<file path="src/rtl/gain_ctl_pkg.sv">
package gain_ctl_pkg;
  localparam int unsigned GAIN_W  = 7;
  localparam int unsigned DATA_W  = 8;
  localparam int unsigned ADDR_W  = 2;
  localparam int unsigned SSEL_W  = 2;

  localparam logic [GAIN_W-1:0] GAIN_DEF = 7'h10;
  localparam logic [GAIN_W-1:0] CEIL_DEF = 7'h36;
  localparam logic [GAIN_W-1:0] CEIL_MAX = 7'h47;

  typedef enum logic [ADDR_W-1:0] {
    REG_GAIN = 2'd0,
    REG_CEIL = 2'd1
  } reg_addr_e;
endpackage

</file>
<file path="src/rtl/gain_regfile.sv">
module gain_regfile
  import gain_ctl_pkg::*;
#(
  parameter int unsigned GW = GAIN_W,
  parameter int unsigned DW = DATA_W,
  parameter int unsigned AW = ADDR_W,
  parameter logic [GW-1:0] G_DEF = GAIN_DEF,
  parameter logic [GW-1:0] C_DEF = CEIL_DEF,
  parameter logic [GW-1:0] C_MAX = CEIL_MAX
) (
  input  logic          clk_i,
  input  logic          rst_ni,
  input  logic          wr_en_i,
  input  logic [AW-1:0] addr_i,
  input  logic [DW-1:0] wdata_i,
  output logic [DW-1:0] rdata_o,
  output logic [GW-1:0] ceil_o,
  output logic          gain_ld_o,
  output logic [GW-1:0] gain_val_o
);
  localparam logic [DW-1:0] CMAX_EXT = DW'(C_MAX);

  logic [GW-1:0] shadow_q, ceil_q;
  logic          wr_gain, wr_ceil;
  logic [GW-1:0] ceil_in;

  assign wr_gain = wr_en_i && (addr_i == AW'(REG_GAIN));
  assign wr_ceil = wr_en_i && (addr_i == AW'(REG_CEIL));
  // clamp oversize ceiling writes to top of valid range
  assign ceil_in = (wdata_i > CMAX_EXT) ? C_MAX : wdata_i[GW-1:0];

  always_ff @(posedge clk_i or negedge rst_ni) begin
    if (!rst_ni) begin
      shadow_q <= G_DEF;
      ceil_q   <= C_DEF;
    end else begin
      if (wr_gain) shadow_q <= wdata_i[GW-1:0];
      if (wr_ceil) ceil_q   <= ceil_in;
    end
  end

  always_comb begin
    rdata_o = '0;
    unique case (addr_i)
      AW'(REG_GAIN): rdata_o = DW'(shadow_q);
      AW'(REG_CEIL): rdata_o = DW'(ceil_q);
      default:       rdata_o = '0;
    endcase
  end

  assign ceil_o     = ceil_q;
  assign gain_ld_o  = wr_gain;
  assign gain_val_o = wdata_i[GW-1:0];
endmodule

</file>
<file path="src/rtl/gain_recovery_step.sv">
module gain_recovery_step
  import gain_ctl_pkg::*;
#(
  parameter int unsigned GW = GAIN_W,
  parameter int unsigned SW = SSEL_W
) (
  input  logic [GW-1:0] gain_i,
  input  logic [GW-1:0] ceil_i,
  input  logic [SW-1:0] step_sel_i,
  output logic [GW-1:0] next_o
);
  localparam int unsigned XW = GW + 1;

  logic [XW-1:0] step_amt, sum;

  assign step_amt = XW'(1) << step_sel_i;
  assign sum      = XW'(gain_i) + step_amt;

  always_comb begin
    if (gain_i >= ceil_i)          next_o = gain_i;
    else if (sum > XW'(ceil_i))    next_o = ceil_i;
    else                           next_o = sum[GW-1:0];
  end
endmodule

</file>
<file path="src/rtl/gain_live_reg.sv">
module gain_live_reg
  import gain_ctl_pkg::*;
#(
  parameter int unsigned GW = GAIN_W,
  parameter logic [GW-1:0] G_DEF = GAIN_DEF
) (
  input  logic          clk_i,
  input  logic          rst_ni,
  input  logic          pwr_en_i,
  input  logic          alc_en_i,
  input  logic          host_ld_i,
  input  logic [GW-1:0] host_val_i,
  input  logic          rec_fire_i,
  input  logic [GW-1:0] rec_val_i,
  output logic [GW-1:0] gain_o
);
  logic [GW-1:0] gain_q;

  always_ff @(posedge clk_i or negedge rst_ni) begin
    if (!rst_ni)                      gain_q <= G_DEF;
    else if (!pwr_en_i)               gain_q <= G_DEF;
    else if (host_ld_i && !alc_en_i)  gain_q <= host_val_i;
    else if (rec_fire_i && alc_en_i)  gain_q <= rec_val_i;
  end

  assign gain_o = gain_q;
endmodule

</file>
<file path="src/rtl/input_gain_ctl.sv">
module input_gain_ctl
  import gain_ctl_pkg::*;
(
  input  logic              clk_i,
  input  logic              rst_ni,
  input  logic              wr_en_i,
  input  logic [ADDR_W-1:0] addr_i,
  input  logic [DATA_W-1:0] wdata_i,
  output logic [DATA_W-1:0] rdata_o,
  input  logic              pwr_en_i,
  input  logic              alc_en_i,
  input  logic [SSEL_W-1:0] step_sel_i,
  input  logic              tick_i,
  input  logic              over_lvl_i,
  output logic [GAIN_W-1:0] gain_o
);
  logic [GAIN_W-1:0] ceil_w, host_val_w, rec_val_w;
  logic              host_ld_w, rec_fire_w;

  gain_regfile i_regs (
    .clk_i      (clk_i),
    .rst_ni     (rst_ni),
    .wr_en_i    (wr_en_i),
    .addr_i     (addr_i),
    .wdata_i    (wdata_i),
    .rdata_o    (rdata_o),
    .ceil_o     (ceil_w),
    .gain_ld_o  (host_ld_w),
    .gain_val_o (host_val_w)
  );

  gain_recovery_step i_step (
    .gain_i     (gain_o),
    .ceil_i     (ceil_w),
    .step_sel_i (step_sel_i),
    .next_o     (rec_val_w)
  );

  assign rec_fire_w = tick_i && !over_lvl_i;

  gain_live_reg i_live (
    .clk_i      (clk_i),
    .rst_ni     (rst_ni),
    .pwr_en_i   (pwr_en_i),
    .alc_en_i   (alc_en_i),
    .host_ld_i  (host_ld_w),
    .host_val_i (host_val_w),
    .rec_fire_i (rec_fire_w),
    .rec_val_i  (rec_val_w),
    .gain_o     (gain_o)
  );
endmodule

</file>
<file path="config.mk">
export PLATFORM = sky130hd
export DESIGN_NAME = input_gain_ctl
export DESIGN_NICKNAME = d
export VERILOG_FILES = /design/src/rtl/gain_ctl_pkg.sv /design/src/rtl/gain_regfile.sv /design/src/rtl/gain_recovery_step.sv /design/src/rtl/gain_live_reg.sv /design/src/rtl/input_gain_ctl.sv
export SDC_FILE = /design/constraint.sdc
export NUM_CORES = 1
export LEC_CHECK = 0
export BUFFER_PORTS_ARGS = -buffer_cell sky130_fd_sc_hd__buf_2
export CAP_MARGIN = 30
export CORE_MARGIN = 4
export CORE_UTILIZATION = 45
export DETAILED_ROUTE_END_ITERATION = 8
export PLACE_DENSITY = 0.72
export SLEW_MARGIN = 20
export SYNTH_ARGS = -nofsm -noshare
export SYNTH_HDL_FRONTEND = slang
export SYNTH_SLANG_ARGS = --single-unit
</file>
<file path="constraint.sdc">
create_clock -name clk_i -period 3.8 [get_ports clk_i]
set_input_delay 0.76 -clock clk_i [delete_from_list [all_inputs] [get_ports clk_i]]
set_output_delay 0.76 -clock clk_i [all_outputs]
set_load 0.005 [all_outputs]
</file>
# Word-level counts from Yosys, hierarchy flattened
# Index checks and enable logic that the tools add are counted.
word_totals:
  register_bits: 21
  output_inout_bits: 15
  word_cells: 27
op_classes:
  addsub: 1
  magnitude_cmp: 3
  n_eq_ne: 3
  shifts: 1
  mux: 7
  reduce_logical: 9
op_table:
  columns: ["op", "n"]
  rows:
  - ["7-bit two-way mux", 6]
  - ["7-bit case mux with 2 select lines", 1]
  - ["7-bit by 8-bit adder with 8-bit output", 1]
  - ["8-bit by 7-bit greater-than comparator with 1-bit output", 1]
  - ["8-bit by 7-bit greater-than comparator with 1-bit output (second input constant)", 1]
  - ["1-bit by 2-bit << shifter with 8-bit output (first input constant)", 1]
  - ["7-bit greater-or-equal comparator", 1]
  - ["1-bit logical AND", 5]
  - ["3-bit by 1-bit != test with 1-bit output (second input constant)", 1]
  - ["3-bit by 2-bit != test with 1-bit output (second input constant)", 1]
  - ["2-bit by 1-bit == test with 1-bit output (second input constant)", 1]
  - ["1-bit logical NOT", 2]
  - ["2-bit logical NOT", 1]
  - ["2-bit AND reduction", 1]

# Longest topological paths before layout
# Gate-level depths: netlist of run 1.
logic_depth:
  depth_word: 8
  depth_mapped: 15
  depth_no_buf: 14

# By module
# Synthesis of run 1 repeated with hierarchy kept, for this count alone.
unflattened:
  cells_unflattened: 195
  hier_area_um2: 1869.3
modules_own_cells:
  columns: ["mod", "n_inst", "cells_each", "area_each_um2", "seq_area_each_um2"]
  rows:
  - ["gain_regfile", 1, 68, 784.5, 356.6]
  - ["gain_recovery_step", 1, 95, 710.7, 0.0]
  - ["gain_live_reg", 1, 31, 360.3, 176.4]
  - ["input_gain_ctl", 1, 1, 13.8, 0.0]

# Worst setup path before layout of run 1
# Ideal clock, no wire load.
synth_timing:
  path_kind: "input to register"
  start: "input port step_sel_i[1]"
  end: "register i_live.gain_q[0], in the netlist i_live.gain_o[0]"
  t_arrival_ps: 3500
  t_required_ps: 3675
  setup_slack_ps: 175
  path_stages: 15
  path_cell_list: "nor2_1 -> ha_1 -> fa_1 -> a21o_1 -> a21oi_1 -> nor2_1 -> xor2_1 -> ha_1 -> and3_1 -> a221oi_1 -> a21oi_1 -> a41o_1 -> clkbuf_1 -> nor4_1 -> nor2_1"
synth_via:
  elab_chain_cells: 8
synth_rtl:
  columns: ["element", "line_no", "text"]
  rows:
  - ["start: declaration", "input_gain_ctl.sv:12", "input logic [SSEL_W-1:0] step_sel_i,"]
  - ["1-bit by 2-bit << shifter with 8-bit output *", "gain_recovery_step.sv:16", "assign step_amt = XW'(1) << step_sel_i;"]
  - ["7-bit by 8-bit adder with 8-bit output *", "gain_recovery_step.sv:17", "assign sum = XW'(gain_i) + step_amt;"]
  - ["8-bit by 7-bit greater-than comparator with 1-bit output", "gain_recovery_step.sv:21", "else if (sum > XW'(ceil_i)) next_o = ceil_i;"]
  - ["7-bit two-way mux *", "gain_recovery_step.sv:21", null]
  - ["7-bit two-way mux *", "gain_recovery_step.sv:20", "if (gain_i >= ceil_i) next_o = gain_i;"]
  - ["7-bit two-way mux *", "gain_live_reg.sv:23", "else if (rec_fire_i && alc_en_i) gain_q <= rec_val_i;"]
  - ["7-bit two-way mux *", "gain_live_reg.sv:22", "else if (host_ld_i && !alc_en_i) gain_q <= host_val_i;"]
  - ["7-bit two-way mux *", "gain_live_reg.sv:21", "else if (!pwr_en_i) gain_q <= G_DEF;"]
  - ["end signal: assignment", "gain_live_reg.sv:22", null]
  - ["end signal: assignment", "gain_live_reg.sv:23", null]
  - ["end: declaration", "gain_live_reg.sv:17", "logic [GW-1:0] gain_q;"]
# Mark *: on every way between the ends. The rest lies on a longest branch, timed or not. The select of a mux whose other input is x is not followed.
# A chain may end at the register's enable or synchronous reset.

# Worst setup path after layout of run 1
layout_timing:
  start: "input port step_sel_i[1]"
  end: "register i_live.gain_q[4], in the netlist i_live.gain_o[4]"
# The elaborated chain is that of the path after synthesis.

==> impl_results.md, run 1 <==
- Share of cells above drive strength 1: 0.278
- Port bufs: 32
- Largest net degree at the start of global routing: 22
- Top FF cell, synth: dfrtp_1
- CP Launch Type: input port
- Layout Nets: 251
- PwrDens: 597 nW/um2
- GRT met3 Usage: 0.0173
- Clock Path Buffers: 2
- CTS tree: done
- Relative slew slack: 0.544
- Synthesized area: 1740 um2
- Total GRT Usage: 0.169
- Ys Warns: 0
- Worst slew pin tran: 683 ps
- Leakage Power: 0.000984 uW
- # clock sinks: 21
- Worst Path Buf+Inv: 1
- Largest area contributor in the netlist: dfrtp_1
- Largest delay share family, worst path: compound AO/OA/AOI/OAI gates
- Vias/cell: 5.67
- Antenna-violating nets left: 0
- Die area: ~4900 um2
- DR pass1 iterations: 4
- Wire per inst: 15.4 um
- Syn Inst Count: 181
- Growth of design area from synthesis to finish: 14.6%
- First-pass GRT wire length: 6870 um
- Hold buffers post-CTS: 0
- I/O pin count: 34
- Max Clk Rate: 279 MHz
- EDFF count, synth: 0
- Vias: 1474
- Status: finished clean
- CTS H-tree depth: 1
- Crit path time final: 3580 ps
- Clock transition at the registers of the reported paths: 80 ps
- Crit path DAT: 3780 ps
- Placer Congestion: 0.890
- Diodes inserted: 0
- Max VDD drop: around 0.00030 V
- Inst Count DP: 256
- Dpl cell area: 1940 um2
- Sequential share of the synthesized area: 0.307
- Clock latency at the later pin of the worst-skew pair: 260 ps
- Final hold vios: 0
- Post-DP HPWL: ~3200 um
- Fin cells: 260
- Site row count: 22
- Met1 usage: 0.222
- TNS Setup: 0 ps
- Unrepaired setup endpoints after global routing: no
- Chip Height: 70.1 um
- Total routed wirelength: 4000 um
- Post-CTS setup buffer count: 0
- Final instance area: between 1500 and 2000 um2
- DR iter-0 viols: 58
- Critical path class: in -> reg
- Post-synth top area share: 0.216
- Yosys cell types: 48
- Worst clock skew: 4.32 ps
- Setup crit end kind: flip-flop
- Cts repair resizes: 0
- Gr ovfl total: 0
- Synth top area cells: dfrtp_1 22%, ha_1 13%, dfstp_2 9.1%
- Initial antenna violation count: 0
- Most Crowded Layer GR: met2
- Synth Area per Inst: 9.59 um2
- Initial core utilization: 0.470
- Post-synth ARST share: 1.00
- Slowest CP cell: fa_1
- CTS buffer count: 3
- Maxcap violations: 0
- Critical Path RT: 3990 ps
- Met2 Use GR: 0.295
- Placeable Area: ~3700 um2
- Biggest fanout along the worst timing path: 4
- Die Wd: 70.1 um
- Worst-path cell chain: buf_2 -> nor2_1 -> ha_1 -> fa_1 -> a21o_1 -> a21oi_1 -> nor2_1 -> xor2_1 -> ha_1 -> and3_1 -> a221oi_1 -> a21oi_1 -> a41o_1 -> mux2_2 -> o221a_1
- Pwr Total: roughly 1200 uW
- Endpoints failing setup: 0
- Final Cycle Share: 0.943
- Largest stage delay on the critical path: 410 ps
- Syn_nets: 219
- Final Max Slew Viols: 0
- Vias in the first global route: about 1500
- Root Driver: clkbuf_8
- # DRC: 0
- Synth Register Bits: 21
- Worst min-delay path class: in -> async
-- final timing paths --
check / endpoint / slack, ps / startpoint / cells after the start
max in group asynchronous: i_regs.ceil_o[4] / 3020 / rst_ni / 1
hold reg to reg: i_regs.shadow_q[0] / 510 / i_regs.shadow_q[0] / 1
setup reg to reg: i_live.gain_o[4] / 380 / i_live.gain_o[0] / 13
min in group clk_i: i_regs.shadow_q[0] / 510 / i_regs.shadow_q[0] / 1
setup / recovery: i_live.gain_o[4] / 220 / step_sel_i[1] / 15
hold / removal: i_regs.shadow_q[2] / 440 / rst_ni / 1
-- layer usage --
metal	share of wire	vias to the layer above
met5	0	-
met4	0.0078	0
met3	0.052	4
met2	0.48	45
met1	0.46	693
li1	-	732
-- cells in the mapped netlist, types with 3 or more instances --
master,n
nand2_1,5
a311oi_1,4
mux2i_1,9
a21o_1,6
o2bb2ai_1,4
xnor2_1,3
nor2b_1,4
ha_1,18
nor2_1,17
nor4_1,3
mux2_2,8
dfrtp_1,15
nand3_1,5
and3_1,5
clkbuf_1,4
dfstp_2,6
inv_1,8
a21oi_1,10
o21ai_0,10
-- layout by cell type, fill, tap and decap left out, types with 3 or more instances in the layout --
cell type	n
inv_1	8
ha_1	18
o2bb2ai_1	4
a311oi_1	4
a21oi_1	10
a21o_1	6
nor2b_1	4
nand3_1	5
dfstp_2	6
nand2_1	5
nor4_1	3
xnor2_1	3
buf_2	32
nor2_1	17
and3_1	5
mux2i_1	9
buf_4	3
clkbuf_8	3
mux2_2	8
dfrtp_1	15
o21ai_0	10
-- through the flow --
stage	hold WS [ps]	util	worst slack [ps]
2_1_floorplan	464	-	175
4_1_cts	460	0.539	202
6_report	436	0.539	216
3_5_place_dp	496	0.527	-55.0
3_3_place_gp	488	0.527	17.9
5_1_grt	462	0.539	19.4
-- kinds of logic (layout without fill, tap and decap cells) --
logic type,count (synthesis),count (layout),synth area share
and+or+nand+nor,52,52,0.179
AOI/OAI and AO/OA,49,49,0.193
DFF,21,21,0.307
adders and majority gates,19,19,0.141
muxes,17,17,0.104
buffers and inverters,17,48,0.0490
xor gates and xnor gates,5,5,0.0252
other,1,1,0.00216
-- registers in the layout, summed over array words and instances (netlist names) --
name / flops
i_live.gain_o: 7
i_regs.shadow_q: 7
i_regs.ceil_o: 7
-- cell type report --
| class | count | area (um2) |
|---|---|---|
| Clock buffer | 3 | 41.3 |
| Clock inverter | 1 | 5.00 |
| Fill cell | 364 | 1700 |
| Inverter | 8 | 30.0 |
| Multi-Input combinational cell | 143 | 1120 |
| Sequential cell | 21 | 533 |
| Tap cell | 48 | 60.1 |
| Timing Repair Buffer | 36 | 203 |
-- where the power goes --
part | internal (uW) | leakage, uW | switching [uW]
registers | 287 | 0.000248 | 72.4
logic | 353 | 0.000710 | 328
clock network | 73.1 | 0.0000255 | 75.0
No activity file was read; power rests on OpenSTA's default activity.
==> inputs of run 2 (changes only) <==
--- a/config.mk
+++ b/config.mk
@@ -8,9 +8,9 @@
 export BUFFER_PORTS_ARGS = -buffer_cell sky130_fd_sc_hd__buf_2
 export CAP_MARGIN = 30
 export CORE_MARGIN = 4
-export CORE_UTILIZATION = 45
+export CORE_UTILIZATION = 37
 export DETAILED_ROUTE_END_ITERATION = 8
-export PLACE_DENSITY = 0.72
+export PLACE_DENSITY = 0.6
 export SLEW_MARGIN = 20
 export SYNTH_ARGS = -nofsm -noshare
 export SYNTH_HDL_FRONTEND = slang
==> run 2 against run 1 <==
  * Fmax increased by 1.1%
  * Sequential cell count unchanged
  * Combinational power decreased by 4.3%
  * Clock-buffer cell count unchanged
  * Hold slack improved by 18 ps
  * Critical path type unchanged
  * Highest routed layer unchanged
==> impl_results.md, run 2 (synthesized netlist as in run 1, its figures left out) <==
- Status: finished clean
- Root Driver: clkbuf_8
- Die area: about 6000 um2
- Worst-path cell chain: buf_2 -> nor2_1 -> ha_1 -> fa_1 -> a21o_1 -> a21oi_1 -> nor2_1 -> xor2_1 -> ha_1 -> and3_1 -> a221oi_1 -> a21oi_1 -> a41o_1 -> buf_4 -> nor4_1 -> nor2_1
- Post-place setup slack: -32.2 ps
- Largest stage delay on the critical path: 390 ps
- Worst Path Buf+Inv: 2
- Antenna-violating nets left: 0
- Maxcap violations: 0
- Crit Reg-Reg Startpoint: i_live.gain_o[0]
- Pwr Total: 1170 uW
- Dpl cell area: between 1500 and 2000 um2
- Comb pwr share: 0.559
- CP Launch Type: input port
- Worst min-delay path class: in -> async
- Switch share: 0.402
- Critical Path RT: 3950 ps
- Die Wd: 76.5 um
- Gr ovfl total: 0
- PwrDens: 584 nW/um2
- Placer Congestion: 0.828
- Total GRT Usage: 0.147
- Total routed wirelength: around 4200 um
- Post-CTS setup buffer count: 0
- Largest net degree at the start of global routing: 22
- Clock Path Buffers: 2
- Clk network pwr share: 0.128
- Commonest non-fill, non-tap cells in the layout: 32 x buf_2, 18 x ha_1, 17 x nor2_1
- I/O pin count: 34
- Layout Nets: 253
- Max VDD drop: 0.000203 V
- Worst setup margin: 256 ps
- Largest delay share family, worst path: compound AO/OA/AOI/OAI gates
- Initial core utilization: 0.390
- Max Clk Rate: 282 MHz
- Inst Count DP: 262
- Hold buffers post-CTS: 0
- Internal: 696 uW
- Initial antenna violation count: 0
- # clock sinks: 21
- Final Cycle Share: 0.933
- Worst clock skew: 3.92 ps
- Placeable Area: 4440 um2
- Clock transition at the registers of the reported paths: around 80 ps
- TNS Setup: 0 ps
- Diodes inserted: 0
- Chip Height: 76.5 um
- Crit path time final: 3540 ps
- Worst path most repeated cell: nor2_1
- Vias: between 1000 and 1500
- Setup crit end kind: flip-flop
- Biggest fanout along the worst timing path: 7
- Reg2reg end: i_live.gain_o[1]
- Unrepaired setup endpoints after global routing: no
- Share of cells above drive strength 1: 0.285
- Port bufs: 32
- CTS H-tree depth: 1
- R2R depth: 14
- Relative slew slack: 0.545
- Total stage count of the critical path: 16
- Cts repair resizes: 0
- Slowest CP cell: fa_1
- CTS buffer count: 3
- Worst slew pin tran: 681 ps
- Power share of the sequential group: 0.313
- Endpoints failing setup: 0
- Vias in the first global route: 1436
- Final instance area: 2000 um2
- DR pass1 iterations: 4
- Fin cells: between 200 and 300
- Growth of design area from synthesis to finish: 15.1%
- # DRC: 0
- Site row count: 24
- Final hold vios: 0
- Clock latency at the later pin of the worst-skew pair: 260 ps
- First-pass GRT wire length: 7180 um
- CTS tree: done
- DR iter-0 viols: 49
- Post-DP HPWL: roughly 3300 um
- Final Max Slew Viols: 0
- Critical path class: in -> reg
- Crit path DAT: 3700 ps
- Sw Pwr: approximately 470 uW
- Reg2Reg Setup Slack: between 400 and 500 ps
- Vias/cell: ~5.5
- Leakage Power: 0.000990 uW
- Wire per inst: 15.7 um
- Commonest non-fill, non-tap cell in the layout: buf_2
## run 2: routing by layer
layer / vias to the layer above / wire, um / global-route usage / part of all wire
met4: 0 / 32 / 0.0380 / 0.0077
met3: 4 / 170 / 0.0177 / 0.041
li1: 737 / - / - / -
met2: 33 / 1830 / 0.228 / 0.44
met1: 694 / 2150 / 0.216 / 0.51
met5: - / 0 / 0 / 0
## run 2: layout make-up
class | count | area (um2)
Clock buffer | 3 | 41.3
Clock inverter | 1 | 5.00
Fill cell | 451 | 2450
Inverter | 8 | 30.0
Multi-Input combinational cell | 143 | 1120
Sequential cell | 21 | 533
Tap cell | 52 | 65.1
Timing Repair Buffer | 38 | 205
## run 2: worst max path at each step
| stage | end | start | slack (ps) |
|---|---|---|---|
| global route | i_live.gain_o[0] | step_sel_i[0] | 8 |
| detailed placement | i_live.gain_o[0] | step_sel_i[1] | -30 |
| CTS | i_live.gain_o[0] | step_sel_i[1] | 250 |
| global placement | i_live.gain_o[6] | step_sel_i[1] | 50 |
| floorplan | i_live.gain_o[0] | step_sel_i[1] | 170 |
| finish | i_live.gain_o[1] | step_sel_i[1] | 260 |
## run 2: power groups by stage
stage | clock (uW) | sequential (uW) | combinational, uW
global placement | 0 | 367 | 653
finish | 149 | 364 | 651
CTS | 155 | 365 | 655
detailed placement | 0 | 368 | 651
floorplan | 0 | 345 | 461
global route | 164 | 375 | 737
## run 2: worst reg2reg max path, cell delays in order, from the launching register on
cell and delay [ps]:
dfrtp_1 440, ha_1 270, fa_1 390, a21o_1 190, a21oi_1 180, nor2_1 80
xor2_1 200, ha_1 290, and3_1 210, a221oi_1 240, a21oi_1 100, a41o_1 240
buf_4 170, nor4_1 230, nor2_1 70
## run 2: stage by stage
step           hold slack [ps]   util
6_report                   454  0.449
5_1_grt                    474  0.449
4_1_cts                    459  0.449
3_5_place_dp               495  0.439
3_3_place_gp               489  0.439
2_1_floorplan              464      -
